### src/rtl/uart_tx_pkg.sv
package uart_tx_pkg;

  localparam int FRAME_W = 12;

  // last tick index within one bit time
  function automatic logic [3:0] bit_last(input logic fast);
    return fast ? 4'd7 : 4'd15;
  endfunction

  // total bits in a frame: start + data + parity + stop(s)
  function automatic logic [3:0] frame_len(input logic [1:0] code, input logic par_en,
                                           input logic two_stop);
    return 4'd7 + {2'b00, code} + {3'b000, par_en} + {3'b000, two_stop};
  endfunction

  function automatic logic parity_of(input logic [7:0] d, input logic [1:0] code,
                                     input logic odd);
    logic p;
    p = odd;
    for (int i = 0; i < 8; i++) begin
      if (i < 5 + int'(code)) p = p ^ d[i];
    end
    return p;
  endfunction

  // bit 0 leaves first; unused upper positions stay 1 (stop bits)
  function automatic logic [FRAME_W-1:0] build_frame(input logic [7:0] d, input logic [1:0] code,
                                                     input logic par_en, input logic odd);
    logic [FRAME_W-1:0] f;
    logic [3:0] pidx;
    f = '1;
    f[0] = 1'b0;
    for (int i = 0; i < 8; i++) begin
      if (i < 5 + int'(code)) f[i+1] = d[i];
    end
    pidx = 4'd6 + {2'b00, code};
    if (par_en) f[pidx] = parity_of(d, code, odd);
    return f;
  endfunction

endpackage

### src/rtl/uart_tx_fifo.sv
module uart_tx_fifo #(
  parameter int DEPTH = 64,
  parameter int WIDTH = 8,
  localparam int AW = $clog2(DEPTH),
  localparam int CW = AW + 1
) (
  input  logic             clk,
  input  logic             rst_n,
  input  logic             single,
  input  logic             push,
  input  logic [WIDTH-1:0] push_data,
  input  logic             pop,
  output logic [WIDTH-1:0] pop_data,
  output logic [CW-1:0]    count,
  output logic             full,
  output logic             empty
);
  logic [WIDTH-1:0] mem [DEPTH];
  logic [AW-1:0]    wr_ptr, rd_ptr;
  logic             push_ok, pop_ok;

  assign empty    = (count == '0);
  assign full     = single ? !empty : (count == CW'(DEPTH));
  assign push_ok  = push && !full;
  assign pop_ok   = pop && !empty;
  assign pop_data = mem[rd_ptr];

  always_ff @(posedge clk) begin
    if (push_ok) mem[wr_ptr] <= push_data;
  end

  always_ff @(posedge clk) begin
    if (!rst_n) begin
      wr_ptr <= '0;
      rd_ptr <= '0;
      count  <= '0;
    end else begin
      if (push_ok) wr_ptr <= wr_ptr + 1'b1;
      if (pop_ok)  rd_ptr <= rd_ptr + 1'b1;
      case ({push_ok, pop_ok})
        2'b10:   count <= count + 1'b1;
        2'b01:   count <= count - 1'b1;
        default: count <= count;
      endcase
    end
  end


  fifo_bound_chk: assert property (@(posedge clk) disable iff (!rst_n)
    count <= CW'(DEPTH));


  full_write_ignored_chk: assert property (@(posedge clk) disable iff (!rst_n)
    (push && full && !pop) |=> $stable(count));

endmodule

### src/rtl/uart_tx_shifter.sv
module uart_tx_shifter
  import uart_tx_pkg::*;
(
  input  logic       clk,
  input  logic       rst_n,
  input  logic       tick,
  input  logic       fast_bit,
  input  logic [1:0] char_len,
  input  logic       par_en,
  input  logic       par_odd,
  input  logic       two_stop,
  input  logic       load,
  input  logic [7:0] load_data,
  output logic       busy,
  output logic       bit_end,
  output logic       txd
);
  logic [FRAME_W-1:0] sreg;
  logic [3:0]         bits_left;
  logic [3:0]         tick_cnt;

  assign bit_end = busy && tick && (tick_cnt == bit_last(fast_bit));
  assign txd     = busy ? sreg[0] : 1'b1;

  always_ff @(posedge clk) begin
    if (!rst_n) begin
      sreg      <= '1;
      bits_left <= '0;
      tick_cnt  <= '0;
      busy      <= 1'b0;
    end else if (load) begin
      sreg      <= build_frame(load_data, char_len, par_en, par_odd);
      bits_left <= frame_len(char_len, par_en, two_stop);
      tick_cnt  <= '0;
      busy      <= 1'b1;
    end else if (bit_end) begin
      tick_cnt  <= '0;
      sreg      <= {1'b1, sreg[FRAME_W-1:1]};
      bits_left <= bits_left - 1'b1;
      if (bits_left == 4'd1) busy <= 1'b0;
    end else if (busy && tick) begin
      tick_cnt <= tick_cnt + 1'b1;
    end
  end


  start_after_load_chk: assert property (@(posedge clk) disable iff (!rst_n)
    load |=> !txd);


  stop_before_idle_chk: assert property (@(posedge clk) disable iff (!rst_n)
    $fell(busy) |-> $past(txd));


  load_only_idle_chk: assert property (@(posedge clk) disable iff (!rst_n)
    load |-> !busy);

endmodule

### src/rtl/uart_tx_path.sv
module uart_tx_path #(
  parameter int DEPTH = 64,
  localparam int CW = $clog2(DEPTH) + 1
) (
  input  logic          clk,
  input  logic          rst_n,
  input  logic          tick,
  input  logic          fast_bit,
  input  logic          buf_en,
  input  logic [1:0]    char_len,
  input  logic          par_en,
  input  logic          par_odd,
  input  logic          two_stop,
  input  logic          hdx_en,
  input  logic          irq_en,
  input  logic [CW-1:0] trig_lvl,
  input  logic          wr_en,
  input  logic [7:0]    wr_data,
  output logic          txd,
  output logic          hold_empty,
  output logic          shift_empty,
  output logic          irq
);
  logic [7:0]    head;
  logic [CW-1:0] level;
  logic          store_full, store_empty;
  logic          busy, bit_end, load;
  logic          below_trig, irq_src;

  assign load = !busy && !store_empty;

  uart_tx_fifo #(.DEPTH(DEPTH), .WIDTH(8)) u_store (
    .clk(clk), .rst_n(rst_n), .single(!buf_en),
    .push(wr_en), .push_data(wr_data),
    .pop(load), .pop_data(head),
    .count(level), .full(store_full), .empty(store_empty)
  );

  uart_tx_shifter u_ser (
    .clk(clk), .rst_n(rst_n), .tick(tick), .fast_bit(fast_bit),
    .char_len(char_len), .par_en(par_en), .par_odd(par_odd), .two_stop(two_stop),
    .load(load), .load_data(head),
    .busy(busy), .bit_end(bit_end), .txd(txd)
  );

  assign hold_empty  = store_empty;
  assign shift_empty = !busy;
  assign below_trig  = level < trig_lvl;

  always_comb begin
    if (hdx_en)      irq_src = shift_empty;
    else if (buf_en) irq_src = below_trig;
    else             irq_src = hold_empty;
  end

  assign irq = irq_en && irq_src;


  single_load_empties_chk: assert property (@(posedge clk) disable iff (!rst_n)
    (!buf_en && load) |=> hold_empty);


  irq_gate_chk: assert property (@(posedge clk) disable iff (!rst_n)
    irq |-> irq_en);


  full_not_empty_chk: assert property (@(posedge clk) disable iff (!rst_n)
    store_full |-> !hold_empty);

endmodule

### config.mk
export PLATFORM = sky130hd
export DESIGN_NAME = uart_tx_path
export DESIGN_NICKNAME = d
export VERILOG_FILES = /design/src/rtl/uart_tx_pkg.sv /design/src/rtl/uart_tx_fifo.sv /design/src/rtl/uart_tx_shifter.sv /design/src/rtl/uart_tx_path.sv
export SDC_FILE = /design/constraint.sdc
export NUM_CORES = 1
export LEC_CHECK = 0
export CORE_MARGIN = 10
export CORE_UTILIZATION = 62
export DETAILED_ROUTE_END_ITERATION = 7
export GPL_TIMING_DRIVEN = 0
export PLACE_DENSITY = 0.77
export REMOVE_ABC_BUFFERS = 1
export SLEW_MARGIN = 10
export SYNTH_ARGS = -nofsm -noshare
export SYNTH_HDL_FRONTEND = slang
export SYNTH_SLANG_ARGS = --single-unit
### constraint.sdc
create_clock -name clk -period 4.72 [get_ports clk]
set_input_delay 0.472 -clock clk [delete_from_list [all_inputs] [get_ports clk]]
set_output_delay 0.472 -clock clk [all_outputs]
set_load 0.03 [all_outputs]
==> results of run 1 <==
[layer usage]
| layer | share of wire | global-route usage | vias up |
|---|---|---|---|
| met4 | 0.039 | 0.0913 | 0 |
| met1 | 0.40 | 0.304 | 5756 |
| met3 | 0.088 | 0.0483 | 116 |
| li1 | - | - | 4856 |
| met2 | 0.47 | 0.330 | 593 |
| met5 | 0 | 0 | - |
[layout make-up]
type	count	area, µm²
clock buffers	75	1460
clock inverters	20	154
fillers	2156	10700
inverters	25	97.6
multi-input cells	544	5620
flip-flops and latches	558	16300
well taps	461	577
repair buffers	48	618
[worst max path at each step]
stage	endpoint	start	depth (start not counted)
floorplan	u_ser.sreg[6]	flip-flop	10
global placement	u_ser.sreg[6]	flip-flop	10
detailed placement	u_store.count[6]	u_store.count[4]	15
CTS	u_store.count[6]	u_store.count[4]	15
global route	u_ser.sreg[6]	flip-flop	12
finish	u_store.mem[55][3]	u_store.count[4]	7
[power breakdown]
| group | switching, mW | leakage, nW | internal (mW) |
|---|---|---|---|
| sequential | 0.187 | 4.98 | 5.53 |
| combinational | 1.31 | 1.98 | 1.26 |
| clock | 1.74 | 0.778 | 2.26 |
[repair_timing]
action	in CTS	in global routing
resized for setup	0	2
setup endpoints to repair	0	2
hold buffers	0	0
[worst register-to-register path: stages, from the launching register on]
cell and delay [ns]:
dfxtp_1 0.33, or4_1 0.57, nor4_2 0.47, o21ai_1 0.39, inv_2 0.15, and2_1 0.23
nand3_1 0.68, nor2_1 1.09
[registers in the layout (all words and copies together), names as in the netlist, named ones only]
name / count
u_store.mem: 512
u_store.count: 7
u_ser.sreg: 12
u_ser.bits_left: 4
u_ser.tick_cnt: 4
u_store.wr_ptr: 6
u_ser.busy: 1
u_store.rd_ptr: 6
[cell usage in the layout, fill, tap and decap left out, types with 3 or more instances in the layout]
cell / Yosys / routed
a211oi_1: 5 / 5
a21boi_0: 5 / 5
a21o_1: 5 / 5
a21oi_1: 32 / 32
a22oi_1: 38 / 38
a31oi_1: 3 / 3
and2_1: 3 / 3
and3_1: 3 / 3
buf_12: 1 / 10
buf_16: 0 / 4
buf_2: 11 / 8
clkbuf_1: 30 / 19
clkbuf_16: 0 / 55
clkdlybuf4s50_1: 0 / 23
clkinv_1: 1 / 10
clkinv_2: 0 / 5
clkinvlp_4: 0 / 3
dfxtp_1: 46 / 42
edfxtp_1: 512 / 512
ha_1: 20 / 20
inv_1: 23 / 23
mux2_2: 8 / 8
mux2i_1: 17 / 17
mux4_2: 133 / 133
nand2_1: 47 / 47
nand3_1: 10 / 10
nand3b_1: 6 / 6
nand4_1: 3 / 3
nor2_1: 105 / 104
nor2b_1: 6 / 4
nor4_2: 3 / 3
o21ai_0: 16 / 16
or3_1: 9 / 9
xnor2_1: 17 / 17
xor2_1: 12 / 12
[kinds of logic (layout without fill, tap and decap cells)]
family / Yosys count / count (layout) / share of synthesized area
buffers and inverters: 87 / 168 / 0.0188
xor gates and xnor gates: 30 / 30 / 0.0121
DFF: 558 / 558 / 0.730
muxes: 158 / 158 / 0.146
adders and majority gates: 22 / 22 / 0.0130
AOI/OAI and AO/OA: 126 / 126 / 0.0377
and+or+nand+nor: 208 / 208 / 0.0427
==> results_dict.tcl, run 1 <==
set metrics [dict create \
    synth_edf_count 512 \
    slew_viol_final 0 \
    hp-start "wr_data[5]" \
    synthArstFlopShare 0 \
    yosysTopAreaCell "edfxtp_1" \
    rrSetupSlack_ns 0.44 \
    end_kind "flip-flop" \
    tightest_slew_ns 1.10 \
    fin_hold_ws_ns 0.204 \
    final_antenna_net_count 0 \
    coreArea_mm2 0.0356 \
    dpl_cell_area_mm2 0.0232 \
    p_total_mw 12.3 \
    finClkSkew_ns 0.0319 \
    synth_area_leaders "edfxtp_1 (69%), mux4_2 (13%), dfxtp_1 (4.1%), nor2_1 (1.8%), a22oi_1 (1.3%)" \
    synth.distinct_cells 61 \
    critPathSlowestCell "nor2_1" \
    hold_depth 1 \
    clockBufferDepth 3 \
    rsz0062_at_grt "no" \
    arrival_ns 4.49 \
    leakagePower_nw 7.74 \
    first_iter_violations 1240 \
    routed_wirelength_mm 47.3 \
    place_inst 1636 \
    die-height_um 210 \
    grt_usage 0.218 \
    fmax_mhz 234 \
    drtPass1Iterations 5 \
    io_buffers 31 \
    start_util 0.628 \
    cts_tree "done" \
    path_delay_family "simple AND/OR/NAND/NOR gates" \
    n_antenna_cell 0 \
    maxSlewHeadroom 0.269 \
    cts_root_buf "clkbuf_16" \
    tns_ns 0 \
    critPathMaxFanout 11 \
    ff2ff_path_depth 7 \
    power_density_mw_per_mm2 494 \
    dp_hpwl_mm 28.7 \
    grt_pass1_vias 11503 \
    crit_chain "or4_1 > nor4_2 > o21ai_1 > inv_2 > and2_1 > nand3_1 > nor2_1" \
    drc 0 \
    vias_per_cell 6.54 \
    grt_max_degree 57 \
    cpPeakStageDelay_ns 1.08 \
    die_area_mm2 0.0440 \
    insertion_delay_ns 0.60 \
    finalSetupViolCount 0 \
    area_growth_pct 11.3 \
    finalNetCount 1279 \
    cts.sinks 558 \
    yosys_register_bits 558 \
    finalNonFillerCells 1731 \
    cts_max_level 2 \
    cp.required_ns 4.93 \
    final_area_mm2 0.0248 \
    overflow 0 \
    critical_path_class "reg -> reg" \
    clkTransAtPathRegs_ns 0.06 \
    grt_pass1_wl_mm 72.2 \
    wire_per_inst_um 27.3 \
    yosysWarnings 0 \
    critPathLaunchType "flip-flop" \
    synth_commonest_cells "edfxtp_1 (512), mux4_2 (133), nor2_1 (105), nand2_1 (47), dfxtp_1 (46)" \
    fin_crit_ns 4.28 \
    cts_setup_buffers 0 \
    yosysMostFrequentCell "edfxtp_1" \
    synthFlopType "edfxtp_1" \
    path_buf_inv 1 \
    place.gp.congestion 0.821 \
    period_share 0.907 \
    netlist_instances 1189 \
    final_util 0.698 \
    seq_area_frac_synth 0.730 \
    ios 32 \
    setup_slack_ns 0.440 \
    grt_antenna_before_repair 0 \
    dp_slack_ns 0.294 \
    status "completed" \
    hold_path.class "in -> reg" \
    peakVddDrop_mv 0.401 \
    row_count 69 \
    cts_buffers 52 \
    rr_startpoint "u_store.count[4]" \
    hold_viol_final 0 \
    netlist_area_mm2 0.0223 \
    num_vias 11321 \
    timing.rr.end "u_store.mem[55][3]" \
    worstHoldEndpoint "u_store.mem[4][5]" \
    netlist.area_leader.share 0.689 \
    syn_avg_cell_area_um2 18.8 \
    drive_above_1_share 0.198 \
    fp.dieW_um 210 \
    maxCapViolCount 0 \
]
(Power assumes the default switching activity.)
==> run 2: changes to the inputs <==
- HOLD_SLACK_MARGIN: not set -> 0.02
==> results of run 2 <==
Same layout as run 1: the final DEF is identical, and so are final timing and power.
